==> src/rtl/sar_pkg.sv <==
package sar_pkg;
  typedef struct packed {
    logic load;
    logic step;
    logic last;
  } sarStrobe_t;

  typedef enum logic {
    ST_IDLE = 1'b0,
    ST_CONV = 1'b1
  } sarState_t;
endpackage

==> src/rtl/sar_ctrl.sv <==
module sar_ctrl
  import sar_pkg::*;
#(
  parameter int W = 10
) (
  input  logic       clk,
  input  logic       rstN,
  input  logic       start,
  input  logic       convEn,
  output sarStrobe_t strb,
  output logic       busy,
  output logic       done
);
  localparam int CW = (W > 1) ? $clog2(W) : 1;
  localparam logic [CW-1:0] LASTIDX = CW'(W - 1);

  sarState_t state;
  logic [CW-1:0] bitsLeft;

  always_comb begin
    strb.load = (state == ST_IDLE) && start;
    strb.step = (state == ST_CONV) && convEn;
    strb.last = strb.step && (bitsLeft == '0);
  end

  assign busy = (state == ST_CONV);

  always_ff @(posedge clk or negedge rstN) begin
    if (!rstN) begin
      state    <= ST_IDLE;
      bitsLeft <= '0;
      done     <= 1'b0;
    end else begin
      done <= 1'b0;
      if (strb.load) begin
        state    <= ST_CONV;
        bitsLeft <= LASTIDX;
      end else if (strb.step) begin
        if (strb.last) begin
          state <= ST_IDLE;
          done  <= 1'b1;
        end else begin
          bitsLeft <= bitsLeft - 1'b1;
        end
      end
    end
  end

  // done lasts exactly one cycle
  a_r4_done_single: assert property (@(posedge clk) disable iff (!rstN)
    done |=> !done);
  // leaving the busy state always comes with done
  a_r4_done_on_fall: assert property (@(posedge clk) disable iff (!rstN)
    $fell(busy) |-> done);
  // a start during conversion does not end or restart it early
  a_r10_start_ignored: assert property (@(posedge clk) disable iff (!rstN)
    (busy && start && !convEn) |=> (busy && $stable(bitsLeft)));
endmodule

==> src/rtl/sar_dpath.sv <==
module sar_dpath
  import sar_pkg::*;
#(
  parameter int W = 10
) (
  input  logic         clk,
  input  logic         rstN,
  input  sarStrobe_t   strb,
  input  logic         cmpKeep,
  input  logic         seMode,
  input  logic         bipSel,
  output logic [W-1:0] trial,
  output logic [W-1:0] result
);
  localparam logic [W-1:0] TOPBIT = {1'b1, {(W-1){1'b0}}};

  logic [W-1:0] mask;
  logic [W-1:0] nextTrial;
  logic [W-1:0] coded;
  logic         bipLat;

  always_comb begin
    nextTrial = (cmpKeep ? trial : (trial & ~mask)) | (mask >> 1);
    coded     = bipLat ? (nextTrial ^ TOPBIT) : nextTrial;
  end

  always_ff @(posedge clk or negedge rstN) begin
    if (!rstN) begin
      trial  <= '0;
      mask   <= '0;
      bipLat <= 1'b0;
      result <= '0;
    end else if (strb.load) begin
      trial  <= TOPBIT;
      mask   <= TOPBIT;
      bipLat <= bipSel & ~seMode;
    end else if (strb.step) begin
      trial <= nextTrial;
      mask  <= mask >> 1;
      if (strb.last) result <= coded;
    end
  end

  // at most one bit under test at any time
  a_r3_mask_onehot: assert property (@(posedge clk) disable iff (!rstN)
    $onehot0(mask));
  // trial code frozen on edges without a decision
  a_r3_trial_hold: assert property (@(posedge clk) disable iff (!rstN)
    (!strb.step && !strb.load) |=> $stable(trial));
  // result only moves on the final decision
  a_r9_result_hold: assert property (@(posedge clk) disable iff (!rstN)
    !strb.last |=> $stable(result));
endmodule

==> src/rtl/sar_seq.sv <==
module sar_seq
  import sar_pkg::*;
#(
  parameter int W = 10
) (
  input  logic         clk,
  input  logic         rstN,
  input  logic         start,
  input  logic         convEn,
  input  logic         cmpKeep,
  input  logic         seMode,
  input  logic         bipSel,
  output logic [W-1:0] trial,
  output logic         busy,
  output logic         done,
  output logic [W-1:0] result
);
  sarStrobe_t strb;

  sar_ctrl #(.W(W)) u_ctrl (
    .clk(clk), .rstN(rstN), .start(start), .convEn(convEn),
    .strb(strb), .busy(busy), .done(done)
  );

  sar_dpath #(.W(W)) u_dpath (
    .clk(clk), .rstN(rstN), .strb(strb), .cmpKeep(cmpKeep),
    .seMode(seMode), .bipSel(bipSel), .trial(trial), .result(result)
  );
endmodule

==> config.mk <==
export PLATFORM = sky130hd
export DESIGN_NAME = sar_seq
export DESIGN_NICKNAME = d
export VERILOG_FILES = /design/src/rtl/sar_pkg.sv /design/src/rtl/sar_ctrl.sv /design/src/rtl/sar_dpath.sv /design/src/rtl/sar_seq.sv
export SDC_FILE = /design/constraint.sdc
export NUM_CORES = 1
export LEC_CHECK = 0
export ABC_AREA = 0
export BUFFER_PORTS_ARGS = -buffer_cell sky130_fd_sc_hd__buf_2
export CORE_ASPECT_RATIO = 1.4
export CORE_MARGIN = 5
export CORE_UTILIZATION = 55
export CTS_CLUSTER_SIZE = 30
export DETAILED_ROUTE_END_ITERATION = 10
export PLACE_DENSITY = 0.78
export SYNTH_ARGS = -nofsm -noshare
export SYNTH_HDL_FRONTEND = slang
export SYNTH_SLANG_ARGS = --single-unit
==> constraint.sdc <==
create_clock -name clk -period 1.8 [get_ports clk]
set_input_delay 0.18 -clock clk [delete_from_list [all_inputs] [get_ports clk]]
set_output_delay 0.18 -clock clk [all_outputs]
set_load 0.005 [all_outputs]
==> impl_summary.log, run 1 <==
INFO  metric crit_path_start_kind = register
INFO  metric max-cap-violations = 0
INFO  metric grt_overflow_total = 0
INFO  metric slowest_stage = dfrtp_1
INFO  metric preCtsSetupSlack = 0.312 ns
INFO  metric cts_buffers = 5
INFO  metric worstPathArrival = 1.68 ns
INFO  metric timing_worst_setup_path_type = register to register
INFO  metric power.density = 1640 nW/um^2
INFO  metric top_level_port_count = 29
INFO  metric peak_supply_drop = 931 uV
INFO  metric cp_cell_sequence = and2_4, nor2_8, a22o_1
INFO  metric grt_setup_unrepaired = no
INFO  metric clockRootBuffer = clkbuf_8
INFO  metric critPathCaptureType = register
INFO  metric initial_utilization = 57.1%
INFO  metric finalMaxSlewViolations = 0
INFO  metric net-switching-power = 1.24 mW
INFO  metric seqPwrFrac = 45.1%
INFO  metric critical_path_required = 1.98 ns
INFO  metric num_vias = 1,290
INFO  metric placed_cells = 211
INFO  metric insertion_delay = 0.29 ns
INFO  metric route.detailed.vias_per_inst = 5.89
INFO  metric number_of_storage_elements_in_the_synthesis_netlist = 37
INFO  metric switching_share = 37.7%
INFO  metric syn_area_per_cell = 12.0 um^2
INFO  metric cts_buffer_depth = 2
INFO  metric upper_clock_frequency_limit = 664 MHz
INFO  metric grt_pass1_wl = 6040 um
INFO  metric tritoncts = done
INFO  metric syn_inst = 148
INFO  metric crit_family = simple AND/OR/NAND/NOR gates
INFO  metric chipHeight = 77.4 um
INFO  metric cts_hold_repair.buffers = 0
INFO  metric worst_min_delay_path_category = primary input to async pin
INFO  metric place.detailed.hpwl = 2420 um
INFO  metric ys_types = 32
INFO  metric detail_route.iter0.violations = 51
INFO  metric finish.net_count = 187
INFO  metric rows = 24
INFO  metric comb_power_share = 37.9%
INFO  metric yosysWarningCount = 0
INFO  metric worstPathMaxFanout = 39
INFO  metric worst_pin_slew = 0.817 ns
INFO  metric failed_checks = negative hold slack
INFO  metric placeableCoreArea = 3120 um^2
INFO  metric slowest_delay = 0.54 ns
INFO  metric timing.critical_path.buf_inv = 0
INFO  metric layout-area-overhead-vs-synth = 12.6%
INFO  metric route.detailed.drc = 0
INFO  metric antenna_found_initial = 0
INFO  metric track_usage = 17.4%
INFO  metric wl_per_cell = 15.9 um
INFO  metric clock_power_share = 17.1%
INFO  metric synth_seq_area_share = 51.9%
INFO  metric drive_gt1_share = 34.4%
INFO  metric cts_sinks = 37
INFO  metric drt_pass1_iterations = 4
INFO  metric fin_cells = 219
INFO  metric final_antenna_net_count = 0
INFO  metric finish.instance_area = 2010 um^2
INFO  metric postPlaceCellArea = 1920 um^2
INFO  metric minimum_setup_slack_in_the_final_design = 0.295 ns
INFO  metric whs = -0.0197 ns
INFO  metric grt_max_degree = 40
INFO  metric synth_fp_nets = 156
INFO  metric htree_levels = 2
INFO  metric die_area = 4500 um^2
INFO  metric setup_viol = 0
INFO  metric routed_wirelength = 3480 um
INFO  metric fin_setup_tns = 0 ns
INFO  metric status = complete, but fails checks
INFO  metric antennaDiodeCount = 0
INFO  metric place.gp.congestion = 0.755
INFO  metric final.setup_skew = 0.00603 ns
INFO  metric clkTransAtPathRegs = 0.08 ns
INFO  metric finalPower = 3.29 mW
INFO  metric final.min_clock_period = 1.51 ns
INFO  metric hold_viol = 37
INFO  metric timing.slew.headroom = 45.5%
INFO  metric cts_resized = 0
INFO  metric p_int = 2.05 mW
INFO  metric first_global_vias = 1,294
INFO  metric io_buffers = 28
INFO  metric layout_worst_path_cycle_share = 83.6%
INFO  metric syn-cell-area = 1780 um^2
INFO  metric die_x = 58.1 um
INFO  metric power.static_leakage = 0.957 nW
INFO  metric final_design_utilization = 64.3%
INFO  metric postCtsSetupBuffers = 0
-- power groups by stage --
stage	Clock, mW	Sequential (mW)	Combinational [mW]
2_1_floorplan	0	1.45	0.907
3_5_place_dp	0	1.49	1.26
5_1_grt	0.622	1.54	1.37
6_report	0.562	1.48	1.24
3_3_place_gp	0	1.47	1.22
4_1_cts	0.577	1.48	1.27
-- cell usage after synthesis, drive strengths merged --
master  instances  area share (%)
or3             1            0.35
a21o            1            0.42
a31oi           1            0.35
o31ai           1            0.42
nor3b           1            0.70
and2b           1            0.42
o21ai           2            0.56
ha              1            0.70
a21oi          29              12
nor4b           1            0.49
nor2b           1            0.35
nand2b         11             3.9
inv             4            0.84
mux2i           2             1.1
dfrtp          37              52
a21boi          1            0.42
nand3b          1            0.42
nor2            9             2.8
nand4           1            0.35
a22o           18             8.8
nand2           4            0.84
nor3            1            0.91
a21bo           9             5.1
buf             7             4.1
mux2            1            0.84
and2            1            0.49
o221ai          1            0.49
-- layout by cell type (no fill, tap or decap), types with 4 or more instances in the layout --
master     n
dfrtp_1   37
buf_2     28
a22o_1    18
a21oi_2   18
nand2b_1  11
a21oi_1   11
a21bo_1    9
nor2_1     8
clkbuf_8   5
inv_1      4
nand2_1    4
-- flip-flops by register name, indices dropped and copies added, names as in the netlist --
name and count:
u_dpath.result 10, u_ctrl.busy 1, u_dpath.mask 10, u_dpath.trial 10, u_ctrl.bitsLeft 4, u_ctrl.done 1
u_dpath.bipLat 1
-- cell families after synthesis --
group,after synthesis,synth area share [%]
compound gates,63,28.5
flops,37,51.9
simple gates,33,12.0
buf+inv,11,4.91
mux,3,1.96
fa+ha+maj,1,0.702
-- layer usage --
metal / global-route usage (%) / vias up / wire length, um
met5: 0 / - / 0
met4: 8.12 / 0 / 51
met3: 5.65 / 6 / 235
met2: 26.6 / 45 / 1760
met1: 22.3 / 637 / 1440
li1: - / 602 / -
-- worst paths after layout --
kind	cells after the start	slack, ns	start	end
min	1	-0.02	rstN	u_dpath.trial[3]$_DFFE_PN0P_
min reg2reg	2	0.49	u_dpath.bipLat$_DFFE_PN0P_	u_dpath.bipLat$_DFFE_PN0P_
min in group clk	3	0.13	bipSel	u_dpath.bipLat$_DFFE_PN0P_
max	3	0.29	u_ctrl.busy$_DFFE_PN0P_	u_dpath.mask[4]$_DFFE_PN0P_
max in group asynchronous	1	1.31	rstN	u_dpath.mask[9]$_DFFE_PN0P_
max reg2reg	3	0.29	u_ctrl.busy$_DFFE_PN0P_	u_dpath.mask[4]$_DFFE_PN0P_
-- layout make-up --
| class | count | area (um^2) |
|---|---|---|
| inverters | 4 | 15.0 |
| clock inverters | 3 | 17.5 |
| clock buffers | 5 | 68.8 |
| repair buffers | 31 | 163 |
| flip-flops and latches | 37 | 926 |
| fillers | 250 | 1110 |
| well taps | 39 | 48.8 |
| multi-input cells | 100 | 769 |
Power figures use the tool's default switching activity.
==> inputs of run 2 (changes only) <==
- clock period: 1.8 -> 1.5 ns (I/O delays scaled with it)
==> impl_summary.log, run 2 (same netlist as run 1, synthesis figures left out) <==
INFO  metric status = finished clean
INFO  metric cts_buffers = 5
INFO  metric timing_worst_setup_path_type = register to register
INFO  metric p_int = 2.59 mW
INFO  metric placed_cells = 215
INFO  metric max-cap-violations = 0
INFO  metric net-switching-power = 1.51 mW
INFO  metric crit_path_start_kind = register
INFO  metric fin_setup_tns = 0 ns
INFO  metric grt_setup_unrepaired = no
INFO  metric layout-area-overhead-vs-synth = 16.1%
INFO  metric timing.slew.headroom = 69.8%
INFO  metric crit_family = flip-flops
INFO  metric die_x = 58.1 um
INFO  metric final_antenna_net_count = 0
INFO  metric worst_pin_slew = 0.454 ns
INFO  metric detail_route.iter0.violations = 38
INFO  metric power.static_leakage = 0.993 nW
INFO  metric track_usage = 18.3%
INFO  metric layout_top_registers = u_dpath.mask (10), u_dpath.result (10), u_dpath.trial (10)
INFO  metric layout_worst_path_cycle_share = 92.2%
INFO  metric slowest_delay = 0.41 ns
INFO  metric die_area = 4500 um^2
INFO  metric first_global_vias = 1,294
INFO  metric num_vias = 1,285
INFO  metric route.detailed.vias_per_inst = 5.74
INFO  metric timing.critical_path.buf_inv = 2
INFO  metric initial_utilization = 57.1%
INFO  metric rows = 24
INFO  metric hold_viol = 0
INFO  metric fin_cells = 224
INFO  metric cp_cell_sequence = inv_1, ha_1, nor3b_2, buf_4, a21oi_1, a31oi_1
INFO  metric htree_levels = 2
INFO  metric setup_viol = 0
INFO  metric upper_clock_frequency_limit = 723 MHz
INFO  metric power.density = 1980 nW/um^2
INFO  metric critPathCaptureType = register
INFO  metric peak_supply_drop = 1060 uV
INFO  metric seqCellArea = 926 um^2
INFO  metric antennaDiodeCount = 0
INFO  metric placeableCoreArea = 3120 um^2
INFO  metric worstPathMaxFanout = 4
INFO  metric clock_power_share = 18.7%
INFO  metric critical_path_required = 1.72 ns
INFO  metric switching_share = 36.9%
INFO  metric regToRegStartpoint = u_ctrl.bitsLeft[0]$_DFFE_PN0P_
INFO  metric min_from = bipSel
INFO  metric layout_common_cells = 37 x dfrtp_1, 28 x buf_2, 18 x a22o_1, 18 x a21oi_2
INFO  metric worst_min_delay_path_category = primary input to register
INFO  metric clockRootBuffer = clkbuf_8
INFO  metric seqPwrFrac = 43.1%
INFO  metric worstPathArrival = 1.60 ns
INFO  metric grt_pass1_wl = 6290 um
INFO  metric tritoncts = done
INFO  metric routed_wirelength = 3640 um
INFO  metric drive_gt1_share = 35.7%
INFO  metric drt_pass1_iterations = 6
INFO  metric place.gp.congestion = 0.859
INFO  metric slowest_stage = dfrtp_1
INFO  metric final.setup_skew = 0.00833 ns
INFO  metric whs = 0.0988 ns
INFO  metric multi_input_area = 769 um^2
INFO  metric io_buffers = 28
INFO  metric clkTransAtPathRegs = 0.07 ns
INFO  metric fill_cells = 260
INFO  metric grt_overflow_total = 0
INFO  metric insertion_delay = 0.30 ns
INFO  metric finish.net_count = 192
INFO  metric finalPower = 4.11 mW
INFO  metric cts_sinks = 37
INFO  metric finalMaxSlewViolations = 0
INFO  metric comb_power_share = 38.2%
INFO  metric grt_max_degree = 38
INFO  metric wl_per_cell = 16.3 um
INFO  metric antenna_found_initial = 0
INFO  metric place.detailed.hpwl = 2600 um
INFO  metric most_frequent_standard_cell_in_the_layout_excluding_fill_and_tap_cells = dfrtp_1
INFO  metric final.min_clock_period = 1.38 ns
INFO  metric chipHeight = 77.4 um
INFO  metric start_point_of_the_critical_path = u_ctrl.bitsLeft[0]$_DFFE_PN0P_
INFO  metric route.detailed.drc = 0
INFO  metric cts_buffer_depth = 2
INFO  metric final_design_utilization = 66.3%
INFO  metric top_level_port_count = 29
## run 2: cell types whose count changed in the layout (fill, tap and decap cells not counted)
cell           change
buf_4              +2
buf_6              +2
clkbuf_8           +2
clkinv_2           -1
clkinvlp_4         -1
dlygate4sd3_1      +1
## run 2: worst paths after layout
path,end,slack [ns],cells past startpoint
setup reg to reg,u_dpath.result[9]$_DFFE_PN0P_,0.12,6
hold reg to reg,u_dpath.bipLat$_DFFE_PN0P_,0.51,2
max in group asynchronous,u_dpath.result[8]$_DFFE_PN0P_,0.76,3
hold / removal,u_dpath.bipLat$_DFFE_PN0P_,0.1,3
min in group asynchronous,u_dpath.result[1]$_DFFE_PN0P_,0.42,3
setup / recovery,u_dpath.result[9]$_DFFE_PN0P_,0.12,6
## run 2: power groups by stage
stage | Sequential, mW | Clock, mW | Combinational (mW)
after detailed placement | 1.78 | 0 | 1.58
final | 1.77 | 0.768 | 1.57
after global routing | 1.83 | 0.833 | 1.74
after CTS | 1.77 | 0.784 | 1.59
after global placement | 1.76 | 0 | 1.52
after floorplan | 1.74 | 0 | 1.09
## run 2: repair_timing
item | CTS | global route
endpoints found under the setup margin | 0 | 3
hold buffers | 1 | 0
buffers inserted | 0 | 0
gates resized for setup | 0 | 2
hold endpoints to repair | 37 | 0
## run 2: area by class of cell
cell class / count / share of cell area (%)
sequential: 37 / 44.7
multi-input combinational: 100 / 37.2
timing repair buffer: 36 / 10.2
clock buffer: 7 / 4.65
tap: 39 / 2.36
inverter: 4 / 0.725
clock inverter: 1 / 0.242
## run 2: layer usage
metal	vias up	track usage (%)	wire length, um
met3	6	5.48	200
met5	-	0	0
met2	26	30.2	1890
met4	0	7.66	73
li1	607	-	-
met1	646	21.8	1480
## run 2: worst register-to-register path: stages (launching register included)
cell     delay (ns)
dfrtp_1        0.41
inv_1          0.08
ha_1           0.18
nor3b_2        0.27
buf_4          0.17
a21oi_1        0.06
a31oi_1        0.15
## run 2: metrics by stage
step,worst slack (ns),area [um^2]
3_3_place_gp,0.143,1950
4_1_cts,0.104,2060
6_report,0.116,2070
3_5_place_dp,0.129,1950
2_1_floorplan,0.239,1780
5_1_grt,0.00956,2070
